`src/rtl/dpm_pkg.sv`:
```
package dpm_pkg;
  typedef enum logic { BANK_A = 1'b0, BANK_B = 1'b1 } bank_e;
  typedef enum logic [1:0] { RD_CLEAN, RD_FAILOVER, RD_DOUBLE } rd_outcome_e;
endpackage

```
`src/rtl/dpm_bank.sv`:
```
module dpm_bank #(
  parameter int DATA_W = 16,
  parameter int DEPTH  = 16
) (
  input  logic                       clk,
  input  logic                       rst_n,
  input  logic                       wr_en,
  input  logic [$clog2(DEPTH)-1:0]   wr_addr,
  input  logic [DATA_W-1:0]          wr_data,
  input  logic                       inj_en,
  input  logic [$clog2(DEPTH)-1:0]   inj_addr,
  input  logic [DATA_W:0]            inj_mask,
  input  logic [$clog2(DEPTH)-1:0]   rd_addr,
  output logic [DATA_W-1:0]          rd_data,
  output logic                       rd_ok
);
  localparam int AW = $clog2(DEPTH);
  localparam int WW = DATA_W + 1;

  logic [WW-1:0] mem [DEPTH];
  logic [WW-1:0] new_word;

  assign new_word = {^wr_data, wr_data};

  always_ff @(posedge clk) begin
    if (!rst_n) begin
      for (int i = 0; i < DEPTH; i++) mem[i] <= '0;
    end else begin
      for (int i = 0; i < DEPTH; i++) begin
        if ((wr_en && wr_addr == AW'(i)) || (inj_en && inj_addr == AW'(i)))
          mem[i] <= ((wr_en && wr_addr == AW'(i)) ? new_word : mem[i]) ^
                    ((inj_en && inj_addr == AW'(i)) ? inj_mask : '0);
      end
    end
  end

  assign rd_data = mem[rd_addr][DATA_W-1:0];
  assign rd_ok   = ~^mem[rd_addr];


  stored_even_chk: assert property (@(posedge clk) disable iff (!rst_n)
    (wr_en && !inj_en) |=> (~^mem[$past(wr_addr)]));
endmodule

```
`src/rtl/dpm_ctrl.sv`:
```
module dpm_ctrl
  import dpm_pkg::*;
#(
  parameter int DATA_W = 16,
  parameter int AW     = 4,
  parameter int CNT_W  = 4
) (
  input  logic              clk,
  input  logic              rst_n,
  input  logic              acc_rd,
  input  logic [AW-1:0]     rd_addr,
  input  logic [DATA_W-1:0] a_data,
  input  logic              a_ok,
  input  logic [DATA_W-1:0] b_data,
  input  logic              b_ok,
  output logic              prime,
  output logic              wb_busy,
  output logic              wb_en_a,
  output logic              wb_en_b,
  output logic [AW-1:0]     wb_addr,
  output logic [DATA_W-1:0] wb_data,
  output logic              rsp_valid,
  output logic [DATA_W-1:0] rsp_data,
  output logic [CNT_W-1:0]  fo_cnt,
  output logic              unc
);
  localparam logic [CNT_W-1:0] CNT_MAX = '1;

  bank_e           prime_q, wb_bank_q;
  rd_outcome_e     outcome;
  logic [DATA_W-1:0] p_data, s_data;
  logic            p_ok, s_ok;
  logic            wb_busy_q, unc_q;
  logic [CNT_W-1:0] fo_cnt_q;

  always_comb begin
    p_data = (prime_q == BANK_B) ? b_data : a_data;
    s_data = (prime_q == BANK_B) ? a_data : b_data;
    p_ok   = (prime_q == BANK_B) ? b_ok   : a_ok;
    s_ok   = (prime_q == BANK_B) ? a_ok   : b_ok;
    if (p_ok)      outcome = RD_CLEAN;
    else if (s_ok) outcome = RD_FAILOVER;
    else           outcome = RD_DOUBLE;
  end

  always_ff @(posedge clk) begin
    if (!rst_n) begin
      prime_q   <= BANK_A;
      wb_bank_q <= BANK_A;
      wb_busy_q <= 1'b0;
      wb_addr   <= '0;
      wb_data   <= '0;
      rsp_valid <= 1'b0;
      rsp_data  <= '0;
      fo_cnt_q  <= '0;
      unc_q     <= 1'b0;
    end else begin
      rsp_valid <= acc_rd;
      wb_busy_q <= acc_rd && (outcome == RD_FAILOVER);
      if (acc_rd) begin
        rsp_data <= (outcome == RD_FAILOVER) ? s_data : p_data;
        if (outcome == RD_FAILOVER) begin
          wb_bank_q <= prime_q;
          wb_addr   <= rd_addr;
          wb_data   <= s_data;
          prime_q   <= (prime_q == BANK_A) ? BANK_B : BANK_A;
          if (fo_cnt_q != CNT_MAX) fo_cnt_q <= fo_cnt_q + 1'b1;
        end
        if (outcome == RD_DOUBLE) unc_q <= 1'b1;
      end
    end
  end

  assign prime   = prime_q;
  assign wb_busy = wb_busy_q;
  assign wb_en_a = wb_busy_q && (wb_bank_q == BANK_A);
  assign wb_en_b = wb_busy_q && (wb_bank_q == BANK_B);
  assign fo_cnt  = fo_cnt_q;
  assign unc     = unc_q;


  unc_sticky_chk: assert property (@(posedge clk) disable iff (!rst_n)
    unc_q |=> unc_q);

  cnt_mono_chk: assert property (@(posedge clk) disable iff (!rst_n)
    fo_cnt_q >= $past(fo_cnt_q));

  prime_move_chk: assert property (@(posedge clk) disable iff (!rst_n)
    (prime_q != $past(prime_q)) |-> $past(acc_rd));

  wb_one_cycle_chk: assert property (@(posedge clk) disable iff (!rst_n)
    wb_busy_q |=> !wb_busy_q);
endmodule

```
`src/rtl/duplex_parity_mem.sv`:
```
module duplex_parity_mem #(
  parameter int DATA_W = 16,
  parameter int DEPTH  = 16,
  parameter int CNT_W  = 4
) (
  input  logic                     clk,
  input  logic                     rst_n,
  input  logic                     req_valid,
  output logic                     req_ready,
  input  logic                     req_write,
  input  logic [$clog2(DEPTH)-1:0] req_addr,
  input  logic [DATA_W-1:0]        req_wdata,
  output logic                     rsp_valid,
  output logic [DATA_W-1:0]        rsp_data,
  input  logic                     inj_valid,
  input  logic                     inj_bank,
  input  logic [$clog2(DEPTH)-1:0] inj_addr,
  input  logic [DATA_W:0]          inj_mask,
  output logic                     prime_bank,
  output logic [CNT_W-1:0]         failover_cnt,
  output logic                     uncorr_err
);
  localparam int AW = $clog2(DEPTH);
  localparam int NB = 2;

  logic              acc, acc_wr, acc_rd, wb_busy;
  logic [NB-1:0]     wb_en;
  logic [AW-1:0]     wb_addr, bank_wr_addr;
  logic [DATA_W-1:0] wb_data, bank_wr_data;
  logic [DATA_W-1:0] rd_data [NB];
  logic [NB-1:0]     rd_ok;

  assign req_ready    = !wb_busy;
  assign acc          = req_valid && req_ready;
  assign acc_wr       = acc && req_write;
  assign acc_rd       = acc && !req_write;
  assign bank_wr_addr = wb_busy ? wb_addr : req_addr;
  assign bank_wr_data = wb_busy ? wb_data : req_wdata;

  for (genvar g = 0; g < NB; g++) begin : g_bank
    dpm_bank #(.DATA_W(DATA_W), .DEPTH(DEPTH)) u_bank (
      .clk      (clk),
      .rst_n    (rst_n),
      .wr_en    (acc_wr || wb_en[g]),
      .wr_addr  (bank_wr_addr),
      .wr_data  (bank_wr_data),
      .inj_en   (inj_valid && (inj_bank == 1'(g))),
      .inj_addr (inj_addr),
      .inj_mask (inj_mask),
      .rd_addr  (req_addr),
      .rd_data  (rd_data[g]),
      .rd_ok    (rd_ok[g])
    );
  end

  dpm_ctrl #(.DATA_W(DATA_W), .AW(AW), .CNT_W(CNT_W)) u_ctrl (
    .clk       (clk),
    .rst_n     (rst_n),
    .acc_rd    (acc_rd),
    .rd_addr   (req_addr),
    .a_data    (rd_data[0]),
    .a_ok      (rd_ok[0]),
    .b_data    (rd_data[1]),
    .b_ok      (rd_ok[1]),
    .prime     (prime_bank),
    .wb_busy   (wb_busy),
    .wb_en_a   (wb_en[0]),
    .wb_en_b   (wb_en[1]),
    .wb_addr   (wb_addr),
    .wb_data   (wb_data),
    .rsp_valid (rsp_valid),
    .rsp_data  (rsp_data),
    .fo_cnt    (failover_cnt),
    .unc       (uncorr_err)
  );


  rsp_after_read_chk: assert property (@(posedge clk) disable iff (!rst_n)
    rsp_valid |-> $past(req_valid && req_ready && !req_write));

  no_take_when_busy_chk: assert property (@(posedge clk) disable iff (!rst_n)
    wb_busy |=> !rsp_valid);
endmodule

```
`config.mk`:
```
export PLATFORM = sky130hd
export DESIGN_NAME = duplex_parity_mem
export DESIGN_NICKNAME = d
export VERILOG_FILES = /design/src/rtl/dpm_pkg.sv /design/src/rtl/dpm_bank.sv /design/src/rtl/dpm_ctrl.sv /design/src/rtl/duplex_parity_mem.sv
export SDC_FILE = /design/constraint.sdc
export NUM_CORES = 2
export LEC_CHECK = 0
export BUFFER_PORTS_ARGS = -buffer_cell sky130_fd_sc_hd__buf_2
export CAP_MARGIN = 30
export CORE_MARGIN = 2
export CORE_UTILIZATION = 45
export DETAILED_ROUTE_END_ITERATION = 8
export GPL_TIMING_DRIVEN = 0
export REMOVE_ABC_BUFFERS = 1
export SLEW_MARGIN = 20
export SYNTH_ARGS = -nofsm -noshare
export SYNTH_HDL_FRONTEND = slang
export SYNTH_SLANG_ARGS = --single-unit
```
`constraint.sdc`:
```
create_clock -name clk -period 7.46 [get_ports clk]
set_clock_uncertainty 0.1 [all_clocks]
set_input_delay 0.373 -clock clk [delete_from_list [all_inputs] [get_ports clk]]
set_output_delay 0.373 -clock clk [all_outputs]
set_load 0.05 [all_outputs]
```
==> summary.txt <==
Outcome
  – Status: finished, final reports clean

Logic synthesis
  – Ys Warns: 0
  – Seq/Total Area, Yosys: 0.416
  – Cells after synthesis: around 4700
  – Async set-or-reset flop fraction in the synthesized netlist: 0
  – Synth Area per Inst: 8.78 um^2
  – Post-synth EDFFs: 544
  – Flops & latches, synth: 589
  – Main synth FF type: edfxtp_1
  – Cell variety after synth: 57
  – Mapped Area: 41500 um^2

Timing
  – Setup TNS: 0 ns
  – Measured slew at the worst slew-check pin: ~1.1 ns
  – RSZ-0062 raised after global routing: false
  – Slew Viols, Final: 0
  – Fmax: ~0.2 GHz
  – Period minus WS final: roughly 5.0 ns
  – Final Setup Violations: 0
  – Relative slew slack: 0.290
  – WHS: roughly 0.054 ns
  – Period utilization: 0.676
  – Hold violation count in the final report: 0

Power and ir drop
  – Clock network fraction of total power: 0.284
  – Gate power share: 0.363
  – Reg power frac: 0.353
  – VDD IR-drop max: 0.000269 V
  – Net Sw Power: 4.37 mW
  – LEAKAGE: roughly 16 nW
  – PD cells: 251 nW/um^2
  – Int Power: 7.35 mW
  – Sw frac: 0.373

Placement
  – I/O Buffers: 70
  – DP Area: about 45000 um^2
  – Final Wtd Congestion: approximately 0.93
  – Dpl hpwl: 94200 um

Route
  – Antenna viol nets, final: 0
  – Post-route DRC: 0
  – Total wire length: 143000 um
  – Per-cell routed wire length: roughly 25 um
  – Detail-routed via count per cell: 6.10
  – Iter 0 DRT Violations: 4325
  – TritonRoute pass-1 iters: 9
  – DR vias: 35300

Worst setup path
  – CP required: 7.87 ns
  – CP startpoint kind: primary input
  – CP Max Fanout: 50
  – CP endpoint kind: flop
  – CP Cell Sequence: buf_8, buf_16, mux4_2, a22oi_1, nand2_1, xor2_1, xnor2_1, xnor3_1, xor2_1, nand3_1, a21oi_4, buf_16, buf_16, mux2i_1, nor2_1
  – WP buf/inv: 4
  – Crit-path most repeated cell: buf_16
  – Slowest-stage cell, CP: mux4_2
  – Arr. time, crit path: 5.45 ns
  – CP top delay family: XOR/XNOR gates
  – Worst setup path class: primary input to flop
  – Largest stage delay on the critical path: 0.62 ns

Clocking
  – Clock root buffer: clkbuf_16
  – Sink Count: between 500 and 600
  – Setup bufs post-CTS: 0
  – H-tree Lvls: 3
  – Clk buf depth: 3
  – Clock latency on the worst-skew pair: 0.64 ns
  – CTS buffer count: ~70
  – Clock slew at reported path FFs: 0.06 ns
  – CTS tree: built
  – Post-CTS Hold Fix Bufs: 0
  – Post-CTS sizing: 0

GRT
  – First-pass GRT wire length: 213000 um
  – Largest net degree at the start of global routing: 116
  – Number of global-route vias before repair: 32800
  – Total Routing Usage GR: 0.300
  – GRT overflow: 0
  – Initial antenna violation count: 9

Floorplan
  – Row cnt: 111
  – Die Span Y: a little over 300 um
  – Die W: between 300 and 400 um
  – I/O pin count: 71
  – Initial cell density of the core: 0.453
  – Die area: around 95000 um^2
  – Core region area: just over 90000 um^2

Finish
  – Area Overhead vs Synth: 12.5%
  – Area of all placed cells without fillers: ~47000 um^2
  – Layout cell share with drive strength beyond 1: 0.124
  – Nets: roughly 4600
  – Filler Cell Count: 8255

Hold path
  – Hold WC Path Type: primary input to flop

Flow run
  – Max-cap violations: 0
power by group through the flow:
stage | Combinational (mW) | Clock (mW) | Sequential, mW
finish | 4.26 | 3.33 | 4.14
floorplan | 2.21 | 0 | 4.22
global route | 4.43 | 3.46 | 4.17
global placement | 3.24 | 0 | 4.20
detailed placement | 4.15 | 0 | 4.20
CTS | 4.16 | 3.34 | 4.13
cells in the mapped netlist, types with 20 or more instances:
| cell type | number | area share |
|---|---|---|
| a21oi_1 | 537 | 0.065 |
| a31oi_1 | 22 | 0.0033 |
| buf_1 | 27 | 0.0024 |
| buf_2 | 20 | 0.0024 |
| clkbuf_1 | 396 | 0.036 |
| dfxtp_1 | 45 | 0.022 |
| edfxtp_1 | 544 | 0.39 |
| mux2_2 | 25 | 0.0068 |
| mux2i_1 | 380 | 0.092 |
| mux4_2 | 132 | 0.072 |
| nand2_1 | 607 | 0.055 |
| nand3b_1 | 37 | 0.0067 |
| nor2_1 | 1126 | 0.10 |
| nor3_1 | 310 | 0.037 |
| o21ai_0 | 41 | 0.0049 |
| xnor2_1 | 238 | 0.050 |
| xor2_1 | 55 | 0.012 |
area by class of cell:
type                    instances  area (um^2)  share of cell area
repair buffers                215         3040              0.0651
flip-flops and latches        589        17200               0.369
clock inverters                29          143             0.00306
clock buffers                  98         1950              0.0418
diodes                          1         2.50           0.0000536
multi-input cells            3663        22800               0.488
inverters                       8         37.5            0.000804
well taps                    1186         1480              0.0318
worst min-delay path, delay by kind of cell:
family | cells | cell delay [ns]
buffers and inverters | 1 | 0.11
and+or+nand+nor | 2 | 0.25
layer usage:
layer,wire length [um],up-vias,global-route usage
met3,15100,289,0.0600
met2,64100,1806,0.463
met5,95,-,0
li1,-,16100,-
met4,5970,16,0.117
met1,58000,17100,0.414
placed cells by master, fill, tap and decap left out, types with 17 or more instances in the layout:
cell | netlist | routed
a21oi_1 | 537 | 537
a31oi_1 | 22 | 22
buf_16 | 0 | 57
buf_2 | 20 | 55
buf_4 | 10 | 34
buf_6 | 8 | 32
buf_8 | 2 | 32
clkbuf_1 | 396 | 22
clkbuf_16 | 0 | 73
clkinv_1 | 1 | 17
dfxtp_1 | 45 | 43
edfxtp_1 | 544 | 544
mux2_2 | 25 | 25
mux2i_1 | 380 | 364
mux4_2 | 132 | 132
nand2_1 | 607 | 578
nand2_2 | 0 | 29
nand3b_1 | 37 | 37
nor2_1 | 1126 | 1101
nor3_1 | 310 | 302
o211ai_1 | 18 | 18
o21ai_0 | 41 | 41
xnor2_1 | 238 | 237
xor2_1 | 55 | 55
metrics by stage:
stage	utilization	setup slack [ns]	instances	power, mW
final	0.510	2.42	5789	11.7
after detailed placement	0.487	1.97	5657	8.35
after global routing	0.510	2.35	5789	12.1
after floorplan	-	1.45	4260	6.43
after CTS	0.509	2.60	5784	11.6
after global placement	0.452	-4.50	5516	7.44
kinds of logic (layout without fill, tap and decap cells):
kind of cell	after synthesis	in the layout	share of synthesized area
DFF	589	589	0.416
xor gates and xnor gates	297	297	0.0639
adders and majority gates	2	2	0.000543
muxes	541	541	0.173
AOI/OAI and AO/OA	694	694	0.0925
and+or+nand+nor	2129	2129	0.208
buffers and inverters	472	350	0.0466
other	0	1	0
flip-flops by register name, summed over array words and instances (netlist names):
signal,count
u_ctrl.wb_addr,4
u_ctrl.fo_cnt,4
u_ctrl.wb_data,16
u_ctrl.rsp_valid,1
u_ctrl.rsp_data,16
u_ctrl.wb_busy,1
u_ctrl.wb_bank_q,1
g_bank.u_bank.mem,544
u_ctrl.unc,1
u_ctrl.prime,1
final timing paths:
kind,from,endpoint,slack (ns),cells past startpoint
min reg2reg,u_ctrl.rsp_data[9],u_ctrl.rsp_data[9],0.35,2
min,req_valid,u_ctrl.rsp_valid,0.05,3
max,req_addr[0],u_ctrl.wb_data[9],2.42,15
max reg2reg,g_bank[1].u_bank.mem[1][4],u_ctrl.wb_data[9],2.76,13
Note: power is estimated with default switching activity, not from simulation.
